## src/rtl/cop_hs_pkg.sv

```systemverilog
package cop_hs_pkg;
  localparam int unsigned STATE_W = 3;

  typedef enum logic [STATE_W-1:0] {
    ST_IDLE = 3'd0,
    ST_REQ  = 3'd1,
    ST_WAIT = 3'd2,
    ST_DONE = 3'd3,
    ST_TRAP = 3'd4
  } hs_state_e;
endpackage

```

## src/rtl/cop_hs_fsm.sv

```systemverilog
module cop_hs_fsm
  import cop_hs_pkg::*;
(
  input  logic      clk_i,
  input  logic      rst_ni,
  input  logic      req_i,
  input  logic      absent_i,
  input  logic      busy_i,
  output hs_state_e state_o
);
  hs_state_e state_q, state_d;

  always_comb begin
    state_d = state_q;
    unique case (state_q)
      ST_IDLE: if (req_i) state_d = ST_REQ;
      // decision edge: absent sampled only here
      ST_REQ: begin
        if (absent_i)     state_d = ST_TRAP;
        else if (busy_i)  state_d = ST_WAIT;
        else              state_d = ST_DONE;
      end
      ST_WAIT: if (!busy_i) state_d = ST_DONE;
      ST_DONE: state_d = ST_IDLE;
      ST_TRAP: state_d = ST_IDLE;
      default: state_d = ST_IDLE;
    endcase
  end

  always_ff @(posedge clk_i or negedge rst_ni) begin
    if (!rst_ni) state_q <= ST_IDLE;
    else         state_q <= state_d;
  end

  assign state_o = state_q;

  assert_open_R2: assert property (@(posedge clk_i) disable iff (!rst_ni)
    (state_q == ST_IDLE && req_i) |=> (state_q == ST_REQ));
  assert_abort_R3: assert property (@(posedge clk_i) disable iff (!rst_ni)
    (state_q == ST_REQ && absent_i) |=> (state_q == ST_TRAP));
  assert_hold_R4: assert property (@(posedge clk_i) disable iff (!rst_ni)
    (state_q == ST_WAIT && busy_i) |=> (state_q == ST_WAIT));
  assert_finish_R5: assert property (@(posedge clk_i) disable iff (!rst_ni)
    (state_q == ST_WAIT && !busy_i) |=> (state_q == ST_DONE));
  assert_direct_R6: assert property (@(posedge clk_i) disable iff (!rst_ni)
    (state_q == ST_REQ && !absent_i && !busy_i) |=> (state_q == ST_DONE));
  assert_late_absent_R9: assert property (@(posedge clk_i) disable iff (!rst_ni)
    (state_q == ST_WAIT) |=> (state_q != ST_TRAP));
endmodule

```

## src/rtl/cop_hs_decode.sv

```systemverilog
module cop_hs_decode
  import cop_hs_pkg::*;
(
  input  hs_state_e state_i,
  output logic      strobe_no,
  output logic      stall_o,
  output logic      done_o,
  output logic      trap_o
);
  logic open_hs;

  assign open_hs   = (state_i == ST_REQ) || (state_i == ST_WAIT);
  assign strobe_no = !open_hs;
  assign stall_o   = open_hs;
  assign done_o    = (state_i == ST_DONE);
  assign trap_o    = (state_i == ST_TRAP);
endmodule

```

## src/rtl/cop_handshake.sv

```systemverilog
module cop_handshake
  import cop_hs_pkg::*;
(
  input  logic clk_i,
  input  logic rst_ni,
  input  logic req_i,
  input  logic cp_absent_i,
  input  logic cp_busy_i,
  output logic cop_instr_no,
  output logic stall_o,
  output logic done_o,
  output logic trap_o
);
  hs_state_e state;

  cop_hs_fsm u_fsm (
    .clk_i    (clk_i),
    .rst_ni   (rst_ni),
    .req_i    (req_i),
    .absent_i (cp_absent_i),
    .busy_i   (cp_busy_i),
    .state_o  (state)
  );

  cop_hs_decode u_dec (
    .state_i   (state),
    .strobe_no (cop_instr_no),
    .stall_o   (stall_o),
    .done_o    (done_o),
    .trap_o    (trap_o)
  );

  assert_excl_R7: assert property (@(posedge clk_i) disable iff (!rst_ni)
    $onehot0({stall_o, done_o, trap_o}));
  assert_done_pulse_R7: assert property (@(posedge clk_i) disable iff (!rst_ni)
    done_o |=> (!done_o && !stall_o && cop_instr_no));
  assert_trap_pulse_R7: assert property (@(posedge clk_i) disable iff (!rst_ni)
    trap_o |=> (!trap_o && !stall_o && cop_instr_no));
  assert_busy_ignores_req_R8: assert property (@(posedge clk_i) disable iff (!rst_ni)
    (stall_o && !cp_absent_i && cp_busy_i && !done_o) |=> stall_o);
endmodule

```

## config.mk

```make
export PLATFORM = sky130hd
export DESIGN_NAME = cop_handshake
export DESIGN_NICKNAME = d
export VERILOG_FILES = /design/src/rtl/cop_hs_pkg.sv /design/src/rtl/cop_hs_fsm.sv /design/src/rtl/cop_hs_decode.sv /design/src/rtl/cop_handshake.sv
export SDC_FILE = /design/constraint.sdc
export NUM_CORES = 1
export LEC_CHECK = 0
export BUFFER_PORTS_ARGS = -buffer_cell sky130_fd_sc_hd__buf_4
export CORE_AREA = 2 2 39 41
export DETAILED_ROUTE_END_ITERATION = 10
export DIE_AREA = 0 0 41 43
export RECOVER_POWER = 100
export SLEW_MARGIN = 20
export SYNTH_ARGS = -nofsm -noshare
export SYNTH_HDL_FRONTEND = slang
export SYNTH_SLANG_ARGS = --single-unit
export TNS_END_PERCENT = 10
```

## constraint.sdc

```tcl
create_clock -name clk_i -period 1.1 [get_ports clk_i]
set_input_delay 0.165 -clock clk_i [delete_from_list [all_inputs] [get_ports clk_i]]
set_output_delay 0.165 -clock clk_i [all_outputs]
set_load 0.02 [all_outputs]
```

==> flow_metrics.tcl <==
set metrics [dict create \
    period_needed_ns 1.34 \
    gp_congestion 0.712 \
    syn_inst 17 \
    num_io_pins 9 \
    hold_viol 0 \
    fin_worst_skew_ns 0.00268 \
    startpoint "u_fsm.state_o[0]" \
    path_cells "or2b_1 > a21o_1 > buf_6" \
    report.final.slew_viol_count 0 \
    drtAntennaViolNets 0 \
    drt-total-wl_um 468 \
    irDropWorstVdd_v 0.000685 \
    arrival_ns 1.18 \
    p_leak_uw 0.000171 \
    antenna_found_initial 0 \
    worst_pin_slew_ns 0.222 \
    grt_pass1_wl_um 786 \
    wl_met2_um 262 \
    core.rowCount 14 \
    status "complete, but fails checks" \
    hold_class "in2reg" \
    fin_ws_ns -0.242 \
    placed_cells 46 \
    drtPass1Iterations 2 \
    ys_types 15 \
    max-clock-path-buffers 2 \
    die_w_um 41 \
    ys_top_cells_by_area "dfrtp_1 43%, nor4bb_1 5.8%, o311a_1 5.8%" \
    tns_ns -0.893 \
    required_ns 0.94 \
    num_vias 198 \
    postSynthAreaPerCell_um2 10.2 \
    overflow 0 \
    syn_nets 22 \
    drive_gt1_share_pct 58.3 \
    fmax_mhz 745 \
    critical_path.max_fanout 4 \
    grt_max_degree 8 \
    timing.final.crit_share_pct 122 \
    min_delay_path_depth 2 \
    finish.net_count 42 \
    yosys.area.top_type_share_pct 43.5 \
    yosys_warnings 0 \
    grt_setup_unrepaired "yes" \
    coreArea_mm2 0.00138 \
    die_area_mm2 0.00176 \
    violations "setup timing" \
    cts_buffers 3 \
    fin_area_um2 363 \
    wl_per_cell_um 9.00 \
    grt_pass1_vias 206 \
    cts.clk_slew.worst_paths_ns 0.04 \
    clock_latency_ns 0.23 \
    critPathSlowestCell "dfrtp_1" \
    r2r_start "u_fsm.state_o[0]" \
    critical_path_class "reg2out" \
    maxSlewHeadroom_pct 85.0 \
    largest_register_ffs 3 \
    finalSetupViolCount 6 \
    layout.cells.non_filler 52 \
    drv_cap 0 \
    wl_met1_um 163 \
    num_antenna_cells 0 \
    htree_levels 1 \
    initialDrtViolationCount 1 \
    die_h_um 43 \
    io_buffers 8 \
    reg2reg_slack_ns -0.10 \
    routed.top_layer "met4" \
    synth_top_area_cell "dfrtp_1" \
    placed_area_um2 294 \
    min_from "cp_absent_i" \
    synth_seq_area_share_pct 43.5 \
    critPathMaxStageDelay_ns 0.38 \
    viasPerCell 3.81 \
    start_util_pct 12.5 \
    area_growth_pct 110 \
    ys_seq_elements 3 \
    wl_met3_um 28 \
    clock-root-buffer "clkbuf_4" \
    critPathLaunchType "register" \
    r2r_cells 4 \
    cts_tree "built" \
    drcViolationCount 0 \
    critPathCaptureType "primary output" \
    synth_area_um2 173 \
    clkSinkCount 3 \
    power_density_mw_per_mm2 2870 \
    fin_util_pct 26.2 \
    grt_usage_pct 7.65 \
]
-- power breakdown --
group	internal [uW]	total, uW	leakage, uW	switching (uW)
registers	154	197	0.0000386	42.3
clock network	136	191	0.0000150	55.4
logic	372	654	0.000117	282
-- worst paths after layout --
kind                               endpoint
setup / recovery               cop_instr_no
hold / removal             u_fsm.state_o[2]
setup reg to reg           u_fsm.state_o[0]
hold reg to reg            u_fsm.state_o[2]
max in group asynchronous  u_fsm.state_o[1]
min in group asynchronous  u_fsm.state_o[2]
-- cells by family after synthesis --
group | Yosys count | synth area share (%)
AND/OR/NAND/NOR | 8 | 33.3
AO/OA/AOI/OAI | 5 | 21.0
flip-flops | 3 | 43.5
buffers and inverters | 1 | 2.17
-- worst max-delay path: cells and delay by family (launching register included) --
family	cells	cell delay, ns
flops	1	0.38
simple gates	1	0.27
compound gates	1	0.17
buf+inv	1	0.13
-- what timing repair did --
item,CTS,global route
cloned,0,0
pin swaps,4,2
hold buffers,1,0
endpoints found under the setup margin,6,6
resized for setup,4,4
hold endpoints to repair,3,0
buffers inserted,0,1
-- placed cells by master, fill, tap and decap left out --
cell           n
a21o_1         1
a21oi_2        2
and3_1         1
buf_4          8
buf_6          4
clkbuf_1       3
clkbuf_4       3
dfrtp_1        3
dlygate4sd3_1  1
inv_2          1
nand2b_4       1
nor2b_1        1
nor3_2         1
nor3b_2        1
nor4bb_1       1
o21ai_0        1
o311a_1        1
or2b_1         1
or3b_1         1
-- synth_stat cells --
master and instances:
and3_1 1, o21ai_0 1, dfrtp_1 3, a21oi_2 1, nor3b_1 1, or2b_1 1, nor4bb_1 1, inv_1 1
nor3_1 1, a21oi_1 1, or3b_1 1, nand2b_1 1, nor2b_1 1, o311a_1 1, a21o_1 1
-- routing by layer --
metal	vias up	track usage, %
met5	-	0
met4	0	10.0
met3	2	3.14
met2	6	10.0
met1	89	7.44
li1	101	-
-- area by class of cell --
type / count / area, um^2
sequential: 3 / 75.1
clock buffer: 4 / 26.3
multi-input combinational: 13 / 115
tap: 16 / 20.0
fill: 160 / 1020
timing repair buffer: 15 / 123
inverter: 1 / 3.75
-- through the flow --
stage	total power (uW)	hold slack, ns	setup WS [ns]
after floorplan	477	-0.131	-0.00178
after global placement	739	-0.0447	-0.0352
after detailed placement	746	-0.0441	-0.0362
after CTS	1000	0.208	-0.251
after global routing	1110	0.225	-0.290
final	1040	0.225	-0.242
Note: power is estimated with default switching activity, not from simulation.
